$ cat src/rtl/smt_pkg.sv
package smt_pkg;
  typedef enum logic [1:0] {
    RES_ALLOC    = 2'd0,
    RES_MERGE    = 2'd1,
    RES_CONFLICT = 2'd2,
    RES_FULL     = 2'd3
  } res_e;

  typedef enum logic [1:0] {
    VST_INVALID = 2'd0,
    VST_SHARED  = 2'd1,
    VST_DIRTY   = 2'd2
  } vstate_e;
endpackage

$ cat src/rtl/smt_first.sv
// Lowest set bit finder.
module smt_first #(
  parameter int N  = 8,
  parameter int IW = 3
) (
  input  logic [N-1:0]  vec,
  output logic          found,
  output logic [IW-1:0] idx
);
  always_comb begin
    found = |vec;
    idx   = '0;
    for (int i = N - 1; i >= 0; i--) begin
      if (vec[i]) idx = IW'(i);
    end
  end
endmodule

$ cat src/rtl/smt_lookup.sv
// Parallel compare of a request against every live entry.
module smt_lookup #(
  parameter int ENTRIES = 8,
  parameter int ADDR_W  = 32,
  parameter int OFF_W   = 6,
  parameter int IDX_W   = 8
) (
  input  logic [ENTRIES-1:0] live,
  input  logic [ADDR_W-1:0]  ent_addr [ENTRIES],
  input  logic [ADDR_W-1:0]  req_addr,
  output logic [ENTRIES-1:0] set_hit,
  output logic [ENTRIES-1:0] line_hit
);
  for (genvar e = 0; e < ENTRIES; e++) begin : g_cmp
    assign set_hit[e]  = live[e] &&
      (ent_addr[e][OFF_W +: IDX_W] == req_addr[OFF_W +: IDX_W]);
    assign line_hit[e] = live[e] &&
      (ent_addr[e][ADDR_W-1:OFF_W] == req_addr[ADDR_W-1:OFF_W]);
  end
endmodule

$ cat src/rtl/miss_table.sv
module miss_table #(
  parameter int ENTRIES    = 8,
  parameter int ADDR_W     = 32,
  parameter int LINE_BYTES = 64,
  parameter int SETS       = 256,
  parameter int WAYS       = 4,
  parameter int STAMP_W    = 16,
  parameter int WAIT_W     = 4
) (
  input  logic                        clk,
  input  logic                        rst,
  input  logic                        req_valid,
  output logic                        req_ready,
  input  logic [ADDR_W-1:0]           req_addr,
  input  logic                        req_excl,
  input  logic [$clog2(WAYS)-1:0]     req_way,
  input  logic                        req_victim_inv,
  input  logic                        req_victim_excl,
  output logic                        rsp_valid,
  output logic [1:0]                  rsp_code,
  output logic [$clog2(ENTRIES)-1:0]  rsp_idx,
  input  logic                        free_valid,
  input  logic [$clog2(ENTRIES)-1:0]  free_idx,
  output logic                        empty,
  input  logic [$clog2(ENTRIES)-1:0]  rd_idx,
  output logic                        rd_busy,
  output logic [ADDR_W-1:0]           rd_addr,
  output logic                        rd_excl,
  output logic [$clog2(SETS)-1:0]     rd_set,
  output logic [$clog2(WAYS)-1:0]     rd_way,
  output logic [STAMP_W-1:0]          rd_stamp,
  output logic [1:0]                  rd_state,
  output logic [WAIT_W-1:0]           rd_wait
);
  import smt_pkg::*;

  localparam int EW    = $clog2(ENTRIES);
  localparam int OFF_W = $clog2(LINE_BYTES);
  localparam int IDX_W = $clog2(SETS);
  localparam int WW    = $clog2(WAYS);
  localparam int CW    = $clog2(ENTRIES + 1);

  // Entry state
  logic [ENTRIES-1:0] busy_q;
  logic [ADDR_W-1:0]  addr_q  [ENTRIES];
  logic               excl_q  [ENTRIES];
  logic [IDX_W-1:0]   set_q   [ENTRIES];
  logic [WW-1:0]      way_q   [ENTRIES];
  logic [STAMP_W-1:0] stamp_q [ENTRIES];
  logic [1:0]         state_q [ENTRIES];
  logic [WAIT_W-1:0]  wait_q  [ENTRIES];
  logic [CW-1:0]      count_q, count_nxt;
  logic [STAMP_W-1:0] cycle_q;

  // Release is applied before lookup
  logic [ENTRIES-1:0] free_vec, live;
  always_comb begin
    free_vec = '0;
    if (free_valid) free_vec[free_idx] = 1'b1;
  end
  assign live = busy_q & ~free_vec;

  logic [ENTRIES-1:0] set_hit, line_hit;
  smt_lookup #(
    .ENTRIES(ENTRIES), .ADDR_W(ADDR_W), .OFF_W(OFF_W), .IDX_W(IDX_W)
  ) u_lookup (
    .live(live), .ent_addr(addr_q), .req_addr(req_addr),
    .set_hit(set_hit), .line_hit(line_hit)
  );

  logic          hit_any, has_free;
  logic [EW-1:0] hit_idx, free_slot;
  smt_first #(.N(ENTRIES), .IW(EW)) u_hit  (.vec(set_hit), .found(hit_any),  .idx(hit_idx));
  smt_first #(.N(ENTRIES), .IW(EW)) u_slot (.vec(~live),   .found(has_free), .idx(free_slot));

  // Classification
  res_e          res;
  logic [EW-1:0] res_idx;
  always_comb begin
    if (hit_any) begin
      res_idx = hit_idx;
      if (line_hit[hit_idx] && !(!excl_q[hit_idx] && req_excl)) res = RES_MERGE;
      else res = RES_CONFLICT;
    end else if (has_free) begin
      res     = RES_ALLOC;
      res_idx = free_slot;
    end else begin
      res     = RES_FULL;
      res_idx = '0;
    end
  end

  logic fire, do_alloc, do_merge;
  assign fire     = req_valid && req_ready;
  assign do_alloc = fire && (res == RES_ALLOC);
  assign do_merge = fire && (res == RES_MERGE);

  vstate_e new_state;
  always_comb begin
    if (req_victim_inv)       new_state = VST_INVALID;
    else if (req_victim_excl) new_state = VST_DIRTY;
    else                      new_state = VST_SHARED;
  end

  assign count_nxt = count_q - CW'(free_valid) + CW'(do_alloc);

  // Control registers
  always_ff @(posedge clk) begin
    if (rst) begin
      busy_q    <= '0;
      count_q   <= '0;
      cycle_q   <= '0;
      req_ready <= 1'b0;
      rsp_valid <= 1'b0;
      rsp_code  <= 2'd0;
      rsp_idx   <= '0;
      empty     <= 1'b1;
    end else begin
      cycle_q   <= cycle_q + 1'b1;
      req_ready <= 1'b1;
      rsp_valid <= fire;
      if (fire) begin
        rsp_code <= res;
        rsp_idx  <= res_idx;
      end
      busy_q <= live;
      if (do_alloc) busy_q[free_slot] <= 1'b1;
      count_q <= count_nxt;
      empty   <= (count_nxt == '0);
    end
  end

  // Entry storage, indexed writes only
  always_ff @(posedge clk) begin
    if (do_alloc) begin
      addr_q[free_slot]  <= req_addr;
      excl_q[free_slot]  <= req_excl;
      set_q[free_slot]   <= req_addr[OFF_W +: IDX_W];
      way_q[free_slot]   <= req_way;
      stamp_q[free_slot] <= cycle_q;
      state_q[free_slot] <= new_state;
      wait_q[free_slot]  <= '0;
    end
    if (do_merge && (wait_q[hit_idx] != {WAIT_W{1'b1}}))
      wait_q[hit_idx] <= wait_q[hit_idx] + 1'b1;
  end

  // Registered read port
  always_ff @(posedge clk) begin
    rd_busy  <= busy_q[rd_idx];
    rd_addr  <= addr_q[rd_idx];
    rd_excl  <= excl_q[rd_idx];
    rd_set   <= set_q[rd_idx];
    rd_way   <= way_q[rd_idx];
    rd_stamp <= stamp_q[rd_idx];
    rd_state <= state_q[rd_idx];
    rd_wait  <= wait_q[rd_idx];
  end
endmodule

$ cat config.mk
export PLATFORM = sky130hd
export DESIGN_NAME = miss_table
export DESIGN_NICKNAME = d
export VERILOG_FILES = /design/src/rtl/smt_pkg.sv /design/src/rtl/smt_first.sv /design/src/rtl/smt_lookup.sv /design/src/rtl/miss_table.sv
export SDC_FILE = /design/constraint.sdc
export NUM_CORES = 1
export LEC_CHECK = 0
export BUFFER_PORTS_ARGS = -buffer_cell sky130_fd_sc_hd__buf_2
export CELL_PAD_IN_SITES_DETAIL_PLACEMENT = 0
export CELL_PAD_IN_SITES_GLOBAL_PLACEMENT = 1
export CORE_ASPECT_RATIO = 0.8
export CORE_MARGIN = 4
export CORE_UTILIZATION = 50
export DETAILED_ROUTE_END_ITERATION = 12
export PLACE_DENSITY_LB_ADDON = 0.1
export SYNTH_ARGS = -nofsm -noshare
export SYNTH_HDL_FRONTEND = slang
export SYNTH_SLANG_ARGS = --single-unit
$ cat constraint.sdc
create_clock -name clk -period 8.1 [get_ports clk]
set_input_delay 1.62 -clock clk [delete_from_list [all_inputs] [get_ports clk]]
set_output_delay 1.62 -clock clk [all_outputs]
set_load 0.1 [all_outputs]
==> impl_metrics.tcl <==
set metrics [dict create \
    core_area_um2 45900 \
    crit_buf_inv 2 \
    synthesis.area_um2 23300 \
    hpwl_um 34600 \
    synth_simple_gate_area_share_pct 5.05 \
    setup_violations 0 \
    num_io_pins 121 \
    antenna-diode-count 0 \
    nets 1530 \
    post_synth_mux_area_share_pct 14.6 \
    cts_hold_buffers 0 \
    gr-total-overflow 0 \
    max_slew.worst_pin.slew_ns 1.35 \
    grt_start_max_net_pins 70 \
    synthesized_area_fraction_occupied_by_ao_oa_aoi_and_oai_cells_pct 2.88 \
    drtPass1Iterations 5 \
    syn-instance-count 1362 \
    cts_tree "built" \
    crit_type "in2reg" \
    cts.clk_slew.worst_paths_ns 0.06 \
    final-max-slew-violation-count 0 \
    endpoint_kind "flop" \
    final.setup_skew_ns 0.0178 \
    post_cts_resize_count 0 \
    vias_per_cell 5.83 \
    timing.final.crit_period_ns 5.60 \
    outcome "finished clean" \
    hp-class "reg2reg" \
    drive_above_1_share_pct 27.3 \
    yosys.area.top_type_share_pct 58.7 \
    worst_slew_margin_relative_to_its_limit_pct 9.55 \
    cap_viol_max_count 0 \
    syn_area_per_cell_um2 17.1 \
    clock_tree.buffer_depth 3 \
    share_seq_of_total_power_pct 50.3 \
    place.gp.congestion 0.853 \
    worstHoldStart "rsp_idx[2]$_SDFFE_PP0P_" \
    reg2reg_depth 10 \
    power.share.combinational_pct 9.6 \
    synth_top_family_by_area "multiplexers" \
    async_reset_ff_share_pct 0 \
    netlist_top_cells_count "edfxtp_1, xnor2_1, mux4_2" \
    grt_overall_usage_pct 21.7 \
    worst_hold_path.endpoint "rsp_idx[2]$_SDFFE_PP0P_" \
    cts_root_buffer "clkbuf_16" \
    rsz_0062_raised_after_global_routing "false" \
    die_area_um2 50200 \
    slowest_cp_cell "nor2_4" \
    clock_power_share_pct 40.1 \
    routedWlPerCell_um 25.6 \
    drt_first_iter_violations 1159 \
    setup_slack_ns 2.50 \
    seq_area_frac_synth_pct 66.7 \
    power.density_nw_per_um2 237 \
    r2r-start "addr_q[105]$_DFFE_PP_" \
    htreeDepth 2 \
    grt_pass1_wl_um 82600 \
    ff2ff_setup_slack_ns 3.57 \
    cts.repair_timing.setup_buffer_count 0 \
    final_design_area_no_fill_um2 26300 \
    layout.area.seq_um2 15600 \
    synth_warnings 0 \
    p_int_w 0.00470 \
    placement.cell_area_um2 24500 \
    multi_input_comb_area_um2 7360 \
    chip_height_um 201 \
    synth_fa_ha_area_share_pct 0.408 \
    synth_enable_flop_cells 456 \
    grt_pass1_vias 12800 \
    synth-xor-area-share_pct 8.45 \
    hold_path_depth 2 \
    final_cycle_share_pct 69.2 \
    placement.setup.worst_slack_ns 1.88 \
    leak_pwr_nw 8.79 \
    switching_power_w 0.00152 \
    peak_per_stage_delay_on_the_critical_path_ns 0.95 \
    synth_fp_nets 1416 \
    buffer_ports.inserted 120 \
    yosys.cell_count.top_type "edfxtp_1" \
    critical_path_arrival_ns 5.88 \
    filler_cell_count 3558 \
    fp-row-count 70 \
    floorplan.die.width_um 250 \
    max_freq_mhz 178 \
    vdd.ir_drop.worst_uv 180 \
    floorplan.initialDensity_pct 50.8 \
    yosysUniqueCellTypes 67 \
    antenna_found_initial 1 \
    worst_path_dominant_cell_family "simple AND/OR/NAND/NOR gates" \
    drcViolationCount 0 \
    synth.top_cells.by_area "edfxtp_1, mux4_2, dfxtp_1, xnor2_1, xor2_1" \
    register_bit_total_from_synthesis 550 \
    tritoncts.num_buffers 55 \
    tritoncts_num_sinks 550 \
    hold_ws_ns 0.496 \
    dr_total_vias 12500 \
    switching_share_pct 24.4 \
    dp_cells 2031 \
    clkLatencyLatePin_ns 0.60 \
    regToRegEndpoint "stamp_q[6][9]$_DFFE_PP_" \
    finalHoldViolations 0 \
    signed_area_change_from_the_synthesized_netlist_to_the_final_layout_pct 12.6 \
    finish.cell_count_without_fillers 2135 \
    critPathLaunchType "input port" \
    postSynth.topFlopCell "edfxtp_1" \
    worstPathRequired_ns 8.37 \
    netlist.top_cell.by_area "edfxtp_1" \
    cp_max_fo 29 \
    setup-tns-final_ns 0 \
    totalWireLength_um 54700 \
    detail-route-antenna-nets 0 \
    worstPathCellList "buf_2, nand2_1, o31ai_1, and4b_1, nor2_1, nand3_1, a21oi_1, nand3_1, or2_2, nor2_4, buf_4" \
    critical-path-top-cell-by-count "nand3_1" \
]
[routing by layer]
layer  global-route usage [%]  share of wire, %  vias up
met2                     32.4                45      414
met4                     4.66               1.8        2
met5                        0             0.022        -
met3                     4.20               6.8       66
li1                         -                 -     5542
met1                     33.5                46     6430
[cell families after synthesis]
| family | Yosys count |
|---|---|
| flip-flops | 550 |
| XOR/XNOR | 225 |
| adder cells (fa/ha/maj) | 7 |
| multiplexers | 187 |
| buffers and inverters | 93 |
| AO/OA/AOI/OAI | 90 |
| AND/OR/NAND/NOR | 210 |
[power groups by stage]
stage	Combinational (W)	Clock [W]	Sequential, W
2_1_floorplan	0.000271	0	0.00339
3_3_place_gp	0.000602	0	0.00319
3_5_place_dp	0.000602	0	0.00319
4_1_cts	0.000605	0.00255	0.00313
5_1_grt	0.000632	0.00267	0.00313
6_report	0.000599	0.00249	0.00313
[final cells by class]
type	instances	share of cell area (%)
clock inverters	21	0.576
multi-input cells	719	28.0
well taps	612	2.91
clock buffers	83	6.22
flip-flops and latches	550	59.3
repair buffers	133	2.76
inverters	17	0.243
[worst max path at each step]
stage,cells after the start,slack (ns),start,end
after floorplan,11,1.70,req_addr[12],wait_q[3][0]$_DFFE_PP_
after global placement,11,1.95,free_valid,stamp_q[6][8]$_DFFE_PP_
after detailed placement,11,1.88,free_valid,stamp_q[6][10]$_DFFE_PP_
after CTS,11,2.55,free_valid,stamp_q[6][9]$_DFFE_PP_
after global routing,11,2.20,free_valid,stamp_q[6][9]$_DFFE_PP_
final,11,2.50,free_valid,stamp_q[6][9]$_DFFE_PP_
[per-stage QoR]
stage               util, %  power (W)
floorplan                 -    0.00366
global placement       53.4    0.00379
detailed placement     53.4    0.00379
CTS                    57.2    0.00628
global route           57.2    0.00644
finish                 57.2    0.00622
[worst min-delay path: stages, from the launching register on]
cell and delay (ns):
dfxtp_1 0.33, a21oi_1 0.06, nor2_1 0.07
[sequential cells by signal, indices dropped and copies added (netlist names), 4 cells and up]
| register | flops |
|---|---|
| addr_q | 256 |
| busy_q | 8 |
| count_q | 4 |
| cycle_q | 16 |
| excl_q | 8 |
| rd_addr | 32 |
| rd_stamp | 16 |
| rd_wait | 4 |
| stamp_q | 128 |
| state_q | 16 |
| wait_q | 32 |
| way_q | 16 |
[placed cells by master, fill, tap and decap left out, types with 5 or more instances in the layout]
cell / n
nor3_1: 9
o21ai_0: 11
and3_1: 7
clkinv_2: 8
mux2_2: 58
ha_1: 6
nor2_4: 6
nand4_1: 32
clkinv_1: 6
xor2_1: 92
nor4_1: 25
clkbuf_8: 9
inv_1: 15
dfxtp_1: 94
nand2b_1: 7
buf_2: 117
clkbuf_16: 58
edfxtp_1: 456
mux4_2: 116
nand3_1: 18
clkbuf_1: 16
a21o_1: 5
a211oi_1: 5
or4_1: 8
buf_4: 13
a22oi_1: 6
mux2i_1: 13
a21oi_1: 15
o21a_1: 5
nor2b_1: 7
nand2_1: 28
nor2_1: 38
xnor2_1: 133
No activity file was read; power rests on OpenSTA's default activity.
